$ cat config.mk
export PLATFORM = sky130hd
export DESIGN_NAME = bank_ea_gen
export DESIGN_NICKNAME = d
export VERILOG_FILES = /design/src/rtl/ea_pkg.sv /design/src/rtl/ea_offset_calc.sv /design/src/rtl/ea_word_fetch.sv /design/src/rtl/bank_ea_gen.sv
export SDC_FILE = /design/constraint.sdc
export NUM_CORES = 1
export LEC_CHECK = 0
export ABC_CLOCK_PERIOD_IN_PS = 4410
export BUFFER_PORTS_ARGS = -buffer_cell sky130_fd_sc_hd__buf_4
export CAP_MARGIN = 0
export CORE_MARGIN = 2
export CORE_UTILIZATION = 40
export DETAILED_ROUTE_END_ITERATION = 10
export GPL_TIMING_DRIVEN = 0
export MAX_ROUTING_LAYER = met4
export PLACE_DENSITY = 0.7
export SYNTH_ARGS = -nofsm -noshare
export SYNTH_HDL_FRONTEND = slang
export SYNTH_SLANG_ARGS = --single-unit
$ cat constraint.sdc
create_clock -name clk -period 4.41 [get_ports clk]
set_input_delay 0.2205 -clock clk [delete_from_list [all_inputs] [get_ports clk]]
set_output_delay 0.2205 -clock clk [all_outputs]
set_load 0.02 [all_outputs]
$ cat src/rtl/ea_pkg.sv
package ea_pkg;

   typedef enum logic {
      EA_PC_REL   = 1'b0,
      EA_BASE_IDX = 1'b1
   } ea_mode_e;

   typedef enum logic {
      FS_IDLE = 1'b0,
      FS_BUSY = 1'b1
   } fetch_state_e;

endpackage

$ cat src/rtl/ea_offset_calc.sv
module ea_offset_calc
   import ea_pkg::*;
#(
   parameter int OFS_W   = 16,
   parameter int BANK_W  = 8,
   parameter int PC_BIAS = 4
) (
   input  ea_mode_e            mode,
   input  logic                base_sel,
   input  logic [OFS_W-1:0]    inst_addr,
   input  logic [OFS_W-1:0]    disp,
   input  logic [BANK_W-1:0]   pc_bank,
   input  logic [BANK_W-1:0]   data_bank,
   input  logic [OFS_W-1:0]    rw0,
   input  logic [OFS_W-1:0]    rw1,
   input  logic [OFS_W-1:0]    rw7,
   output logic [BANK_W+OFS_W-1:0] ea
);
   localparam logic [OFS_W-1:0] BIAS = OFS_W'(PC_BIAS);

   generate
      if (PC_BIAS < 0) begin : g_bad_bias
         $error("PC_BIAS must not be negative");
      end
      if (OFS_W < 2 || BANK_W < 1) begin : g_bad_width
         $error("offset or bank width too small");
      end
   endgenerate

   logic [OFS_W-1:0] rel_ofs;
   logic [OFS_W-1:0] idx_ofs;
   logic [OFS_W-1:0] base_val;

   // sums are kept at OFS_W bits so a carry never reaches the bank byte
   always_comb begin
      base_val = base_sel ? rw1 : rw0;
      rel_ofs  = inst_addr + BIAS + disp;
      idx_ofs  = base_val + rw7;
      if (mode == EA_BASE_IDX) ea = {data_bank, idx_ofs};
      else                     ea = {pc_bank, rel_ofs};
   end

endmodule

$ cat src/rtl/ea_word_fetch.sv
module ea_word_fetch
   import ea_pkg::*;
#(
   parameter int OFS_W     = 16,
   parameter int BANK_W    = 8,
   parameter int BYTE_W    = 8,
   parameter int WORD_W    = 16,
   parameter bit LOW_FIRST = 1'b1
) (
   input  logic                    clk,
   input  logic                    rst_n,
   input  logic                    start,
   input  logic [BANK_W+OFS_W-1:0] start_ea,
   output logic                    idle,
   output logic                    mem_valid,
   input  logic                    mem_ready,
   output logic [BANK_W+OFS_W-1:0] mem_addr,
   input  logic [BYTE_W-1:0]       mem_rdata,
   output logic                    done,
   output logic [BANK_W+OFS_W-1:0] ea_out,
   output logic [WORD_W-1:0]       word_out
);
   localparam int ADDR_W     = BANK_W + OFS_W;
   localparam int WORD_BYTES = WORD_W / BYTE_W;
   localparam int IDX_W      = (WORD_BYTES > 1) ? $clog2(WORD_BYTES) : 1;
   localparam logic [IDX_W-1:0] LAST_IDX = IDX_W'(WORD_BYTES - 1);

   generate
      if (WORD_W % BYTE_W != 0) begin : g_bad_word
         $error("WORD_W must be a multiple of BYTE_W");
      end
      if (WORD_BYTES < 2) begin : g_bad_bytes
         $error("word must span at least two bytes");
      end
   endgenerate

   fetch_state_e              state_q;
   logic [IDX_W-1:0]          idx_q;
   logic [ADDR_W-1:0]         ea_q;
   logic [BYTE_W-1:0]         lane_q [WORD_BYTES];
   logic                      done_q;
   logic                      hs;
   logic [OFS_W-1:0]          step_ofs;

   assign idle      = (state_q == FS_IDLE);
   assign mem_valid = (state_q == FS_BUSY);
   assign hs        = mem_valid && mem_ready;
   // byte step wraps inside the offset; bank field is passed through unchanged
   assign step_ofs  = ea_q[OFS_W-1:0] + OFS_W'(idx_q);
   assign mem_addr  = {ea_q[ADDR_W-1:OFS_W], step_ofs};
   assign done      = done_q;
   assign ea_out    = ea_q;

   always_ff @(posedge clk) begin
      if (!rst_n) begin
         state_q <= FS_IDLE;
         idx_q   <= '0;
         ea_q    <= '0;
         done_q  <= 1'b0;
         for (int i = 0; i < WORD_BYTES; i++) lane_q[i] <= '0;
      end else begin
         done_q <= 1'b0;
         if (state_q == FS_IDLE) begin
            if (start) begin
               ea_q    <= start_ea;
               idx_q   <= '0;
               state_q <= FS_BUSY;
            end
         end else if (hs) begin
            lane_q[idx_q] <= mem_rdata;
            if (idx_q == LAST_IDX) begin
               state_q <= FS_IDLE;
               done_q  <= 1'b1;
            end else begin
               idx_q <= idx_q + 1'b1;
            end
         end
      end
   end

   genvar gi;
   generate
      for (gi = 0; gi < WORD_BYTES; gi++) begin : g_lane
         if (LOW_FIRST) begin : g_le
            assign word_out[gi*BYTE_W +: BYTE_W] = lane_q[gi];
         end else begin : g_be
            assign word_out[gi*BYTE_W +: BYTE_W] = lane_q[WORD_BYTES-1-gi];
         end
      end
   endgenerate

   // a stalled read keeps its address
   assert_addr_hold_R11: assert property (@(posedge clk) disable iff (!rst_n)
      (mem_valid && !mem_ready) |=> (mem_valid && $stable(mem_addr)));

   // a handshake that is not the last moves to offset+1 in the same bank
   assert_step_same_bank_R6: assert property (@(posedge clk) disable iff (!rst_n)
      (hs && idx_q != LAST_IDX) |=>
         (mem_valid && mem_addr[ADDR_W-1:OFS_W] == $past(mem_addr[ADDR_W-1:OFS_W])
          && mem_addr[OFS_W-1:0] == $past(mem_addr[OFS_W-1:0]) + 1'b1));

   // completion lasts one cycle and follows a handshake
   assert_done_pulse_R8: assert property (@(posedge clk) disable iff (!rst_n)
      done |=> !done);
   assert_done_after_hs_R8: assert property (@(posedge clk) disable iff (!rst_n)
      done |-> $past(hs));

   // never ready while a read is outstanding
   assert_busy_not_idle_R9: assert property (@(posedge clk) disable iff (!rst_n)
      mem_valid |-> !idle);

endmodule

$ cat src/rtl/bank_ea_gen.sv
module bank_ea_gen
   import ea_pkg::*;
#(
   parameter int OFS_W     = 16,
   parameter int BANK_W    = 8,
   parameter int BYTE_W    = 8,
   parameter int WORD_W    = 16,
   parameter int PC_BIAS   = 4,
   parameter bit LOW_FIRST = 1'b1
) (
   input  logic                    clk,
   input  logic                    rst_n,
   input  logic                    req_valid,
   output logic                    req_ready,
   input  logic                    req_mode,
   input  logic                    req_base_sel,
   input  logic [OFS_W-1:0]        inst_addr,
   input  logic [OFS_W-1:0]        disp,
   input  logic [BANK_W-1:0]       pc_bank,
   input  logic [BANK_W-1:0]       data_bank,
   input  logic [OFS_W-1:0]        rw0,
   input  logic [OFS_W-1:0]        rw1,
   input  logic [OFS_W-1:0]        rw7,
   output logic                    mem_valid,
   input  logic                    mem_ready,
   output logic [BANK_W+OFS_W-1:0] mem_addr,
   input  logic [BYTE_W-1:0]       mem_rdata,
   output logic                    done,
   output logic [BANK_W+OFS_W-1:0] ea_out,
   output logic [WORD_W-1:0]       word_out
);
   localparam int ADDR_W = BANK_W + OFS_W;

   logic [ADDR_W-1:0] calc_ea;
   logic              idle;
   logic              accept;

   assign req_ready = idle;
   assign accept    = req_valid && idle;

   ea_offset_calc #(
      .OFS_W   (OFS_W),
      .BANK_W  (BANK_W),
      .PC_BIAS (PC_BIAS)
   ) u_calc (
      .mode      (ea_mode_e'(req_mode)),
      .base_sel  (req_base_sel),
      .inst_addr (inst_addr),
      .disp      (disp),
      .pc_bank   (pc_bank),
      .data_bank (data_bank),
      .rw0       (rw0),
      .rw1       (rw1),
      .rw7       (rw7),
      .ea        (calc_ea)
   );

   ea_word_fetch #(
      .OFS_W     (OFS_W),
      .BANK_W    (BANK_W),
      .BYTE_W    (BYTE_W),
      .WORD_W    (WORD_W),
      .LOW_FIRST (LOW_FIRST)
   ) u_fetch (
      .clk       (clk),
      .rst_n     (rst_n),
      .start     (accept),
      .start_ea  (calc_ea),
      .idle      (idle),
      .mem_valid (mem_valid),
      .mem_ready (mem_ready),
      .mem_addr  (mem_addr),
      .mem_rdata (mem_rdata),
      .done      (done),
      .ea_out    (ea_out),
      .word_out  (word_out)
   );

   // captured bank byte follows the mode's bank register
   assert_bank_src_R2_R4: assert property (@(posedge clk) disable iff (!rst_n)
      accept |=> (ea_out[ADDR_W-1:OFS_W] ==
                  $past(req_mode ? data_bank : pc_bank)));

   // first read of a request goes to the captured address
   assert_first_read_R6: assert property (@(posedge clk) disable iff (!rst_n)
      accept |=> (mem_valid && mem_addr == ea_out));

endmodule

==> flow_summary.toml <==
[timing]
grt_setup_unrepaired = "false"
clock-skew-final_ns = 0.00412
fin_crit_sh_pct = 67.6
post_route_worst_hold_slack_ns = 0.154
timing.final.max_slew_violations = 0
period_needed_ns = 2.98
finalHoldViolCount = 0
slew_headroom_pct = 23.7
finalSetupTns_ns = 0
max_freq_mhz = 335
setup_viol = 0
setup_ws_ns = 1.43
worst_slew_pin_slew_ns = 1.13

[critical_path]
cp-end-kind = "flop"
arrival_ns = 3.20
path_class = "input port to flop"
worst_path_max_delay_cell = "sky130_fd_sc_hd__buf_1"
worst_ep_required_time_ns = 4.63
worstPathCellList = "clkbuf_1 > buf_1 > mux2i_1 > inv_1 > ha_1 > a211oi_1 > o21a_1 > a21oi_2 > a32oi_1 > mux2_2 > a211oi_1"
reg2reg_setup_slack_ns = 2.51
timing.critical_path.depth = 11
timing.rr.end = "u_fetch.ea_out[21]$_SDFFE_PN0P_"
cp_common_cell = "sky130_fd_sc_hd__a211oi_1"
critical_path.top_delay_family = "compound AO/OA/AOI/OAI gates"
r2r-start = "u_fetch.mem_valid$_SDFF_PN0_"
slowest_delay_ns = 0.50
critPathLaunchType = "input port"
ff2ff_path_depth = 5
critical_path_maximum_fanout = 10
endpoint = "u_fetch.ea_out[13]$_SDFFE_PN0P_"
critical_path_buf_inv_count = 3
source_of_the_critical_timing_path = "req_base_sel"

[drt]
wl_um = 10800
detail_route.first_pass.iterations = 5
wirelength_met1_um = 4780
drc = 0
topmost_layer_with_routed_signal_wires = "met4"
drt-initial-drc-count = 156
post_drt_via_cell_ratio = 5.20
antenna_left = 0
vias = 3859
wl_met2_um = 5180
avgRoutedWirePerCell_um = 14.6
dr_wl_met3_um = 809

[clocking]
cts_tree = "built"
cts.repair.resized = 0
cts.reportedPaths.clkPinSlew_ns = 0.08
number_of_h_tree_branching_levels = 2
clock-root-buffer = "sky130_fd_sc_hd__clkbuf_8"
number_of_buffers_inserted_during_clock_tree_synthesis = 5
hold_buf_cts = 0
clock_insertion_delay_worst_skew_ns = 0.30
cts_max_path_buffers = 2
clkSinkCount = 43
post_cts_buffers = 0

[placement]
numPortBuffers = 174
pre_cts_ws_ns = 1.07
half_perimeter_wire_length_of_the_detailed_placement_result_um = 9110
routabilityCongestion = 0.922

[grt]
gr-total-overflow = 0
grt_pass1_vias = 3606
grt_antenna_before_repair = 0
groute.usage.overall_pct = 20.7
grt_max_degree = 16
global_route_wire_length_before_repair_um = 16800

[synthesis]
synth_edf_count = 16
syn_area_per_cell_um2 = 8.94
synth_largest_type_area_fraction_pct = 14.9
ys_seq_elements = 43
post_synth_instance_area_mm2 = 0.00385
leading_cell_types_by_total_area_after_synthesis = "sky130_fd_sc_hd__ha_1 (15%), sky130_fd_sc_hd__dfxtp_1 (14%), sky130_fd_sc_hd__edfxtp_1 (12%)"
postSynthNetCount = 589
synthCells = 431
synth_flop_cell = "sky130_fd_sc_hd__dfxtp_1"
ys_async_rst_share_pct = 0
synth.yosys.seq_area_share_pct = 26.5
yosys.area.top_type = "sky130_fd_sc_hd__ha_1"
synth_most_common_cell = "sky130_fd_sc_hd__ha_1"
post_synth_num_cell_types = 54
yosysWarnings = 0
netlist_top_cells_count = "sky130_fd_sc_hd__ha_1 (46), sky130_fd_sc_hd__nor2_1 (36), sky130_fd_sc_hd__a21oi_1 (31)"

[floorplan]
initial_core_utilization_pct = 41.5
die_width_um = 102
die_area_mm2 = 0.0104
core_area_mm2 = 0.00928
pin_count = 177
row_count = 35
fp.dieH_um = 102

[power]
power.leakage_nw = 2.60
peakVddDrop_mv = 0.103
powerDensity_mw_per_mm2 = 251

[cells_and_area]
insertedDiodeCount = 0
drive_above_1_share_pct = 35.7
fillers = 895
finalNetCount = 770
synthToLayoutAreaGrowth_pct = 40.5

[outcome]
status = "finished clean"

[hold_path]
worstHoldPathCells = 3
worstHoldPathType = "input port to flop"

[job]
cap_viol_max_count = 0
## cell families after synthesis
| family | after synthesis | synth area share (%) |
|---|---|---|
| simple gates | 123 | 15.7 |
| compound gates | 112 | 20.4 |
| fa+ha+maj | 48 | 16.0 |
| flops | 43 | 26.5 |
| buf+inv | 37 | 4.42 |
| xor+xnor | 35 | 7.96 |
| mux | 33 | 9.09 |
## state kept, by name, indices dropped and copies added, names as in the netlist
register           flops
u_fetch.done           1
u_fetch.ea_out        24
u_fetch.idx_q          1
u_fetch.lane_q        16
u_fetch.mem_valid      1
## power by group
| group | total [mW] | switching, mW | internal [mW] | leakage, nW |
|---|---|---|---|---|
| Clock | 0.260 | 0.147 | 0.113 | 0.0443 |
| Sequential | 0.473 | 0.0312 | 0.441 | 0.389 |
| Combinational | 0.628 | 0.332 | 0.296 | 2.17 |
| Total | 1.36 | 0.510 | 0.851 | 2.60 |
## worst min path at each step
stage	from	to	slack, ns
6_report	req_valid	u_fetch.mem_valid$_SDFF_PN0_	0.15
4_1_cts	req_valid	u_fetch.mem_valid$_SDFF_PN0_	0.15
3_5_place_dp	req_valid	u_fetch.mem_valid$_SDFF_PN0_	0.45
2_1_floorplan	req_valid	u_fetch.mem_valid$_SDFF_PN0_	0.34
5_1_grt	req_valid	u_fetch.mem_valid$_SDFF_PN0_	0.17
3_3_place_gp	req_valid	u_fetch.mem_valid$_SDFF_PN0_	0.44
## area by class of cell
cell class	count	area [µm²]	area share, %
timing repair buffer	174	1310	24.1
sequential	43	1020	18.9
clock buffer	5	68.8	1.27
tap	129	161	2.98
buffer	22	114	2.10
clock inverter	3	25.0	0.462
inverter	15	56.3	1.04
multi-input combinational	351	2660	49.2
## per-layer routing
metal | track usage (%) | vias up
li1 | - | 1941
met1 | 27.1 | 1755
met2 | 34.7 | 158
met3 | 2.74 | 5
met4 | 4.00 | 0
met5 | - | -
## tightest hold or removal path, cell delays in order
cell,delay [ns]
sky130_fd_sc_hd__buf_4,0.09
sky130_fd_sc_hd__nor2_1,0.04
sky130_fd_sc_hd__nor2_1,0.07
## placed cells by master, fill, tap and decap left out, types with 15 or more instances in the layout
cell / instances
sky130_fd_sc_hd__mux2_2: 16
sky130_fd_sc_hd__xor2_1: 17
sky130_fd_sc_hd__nor2_1: 36
sky130_fd_sc_hd__dfxtp_1: 27
sky130_fd_sc_hd__xnor2_1: 18
sky130_fd_sc_hd__a211oi_1: 16
sky130_fd_sc_hd__nand2_1: 24
sky130_fd_sc_hd__ha_1: 46
sky130_fd_sc_hd__buf_4: 182
sky130_fd_sc_hd__o21ai_0: 16
sky130_fd_sc_hd__mux2i_1: 17
sky130_fd_sc_hd__inv_1: 15
sky130_fd_sc_hd__a21oi_1: 31
sky130_fd_sc_hd__and2_1: 20
sky130_fd_sc_hd__edfxtp_1: 16
## per-stage QoR
| stage | cells | cell area, µm² | power (mW) | util [%] |
|---|---|---|---|---|
| 2_1_floorplan | 431 | 3850 | 0.865 | - |
| 3_3_place_gp | 734 | 5320 | 1.10 | 57.3 |
| 4_1_cts | 742 | 5410 | 1.37 | 58.3 |
| 6_report | 742 | 5410 | 1.36 | 58.3 |
| 5_1_grt | 742 | 5410 | 1.44 | 58.3 |
| 3_5_place_dp | 734 | 5320 | 1.11 | 57.3 |
No activity file was read; power rests on OpenSTA's default activity.
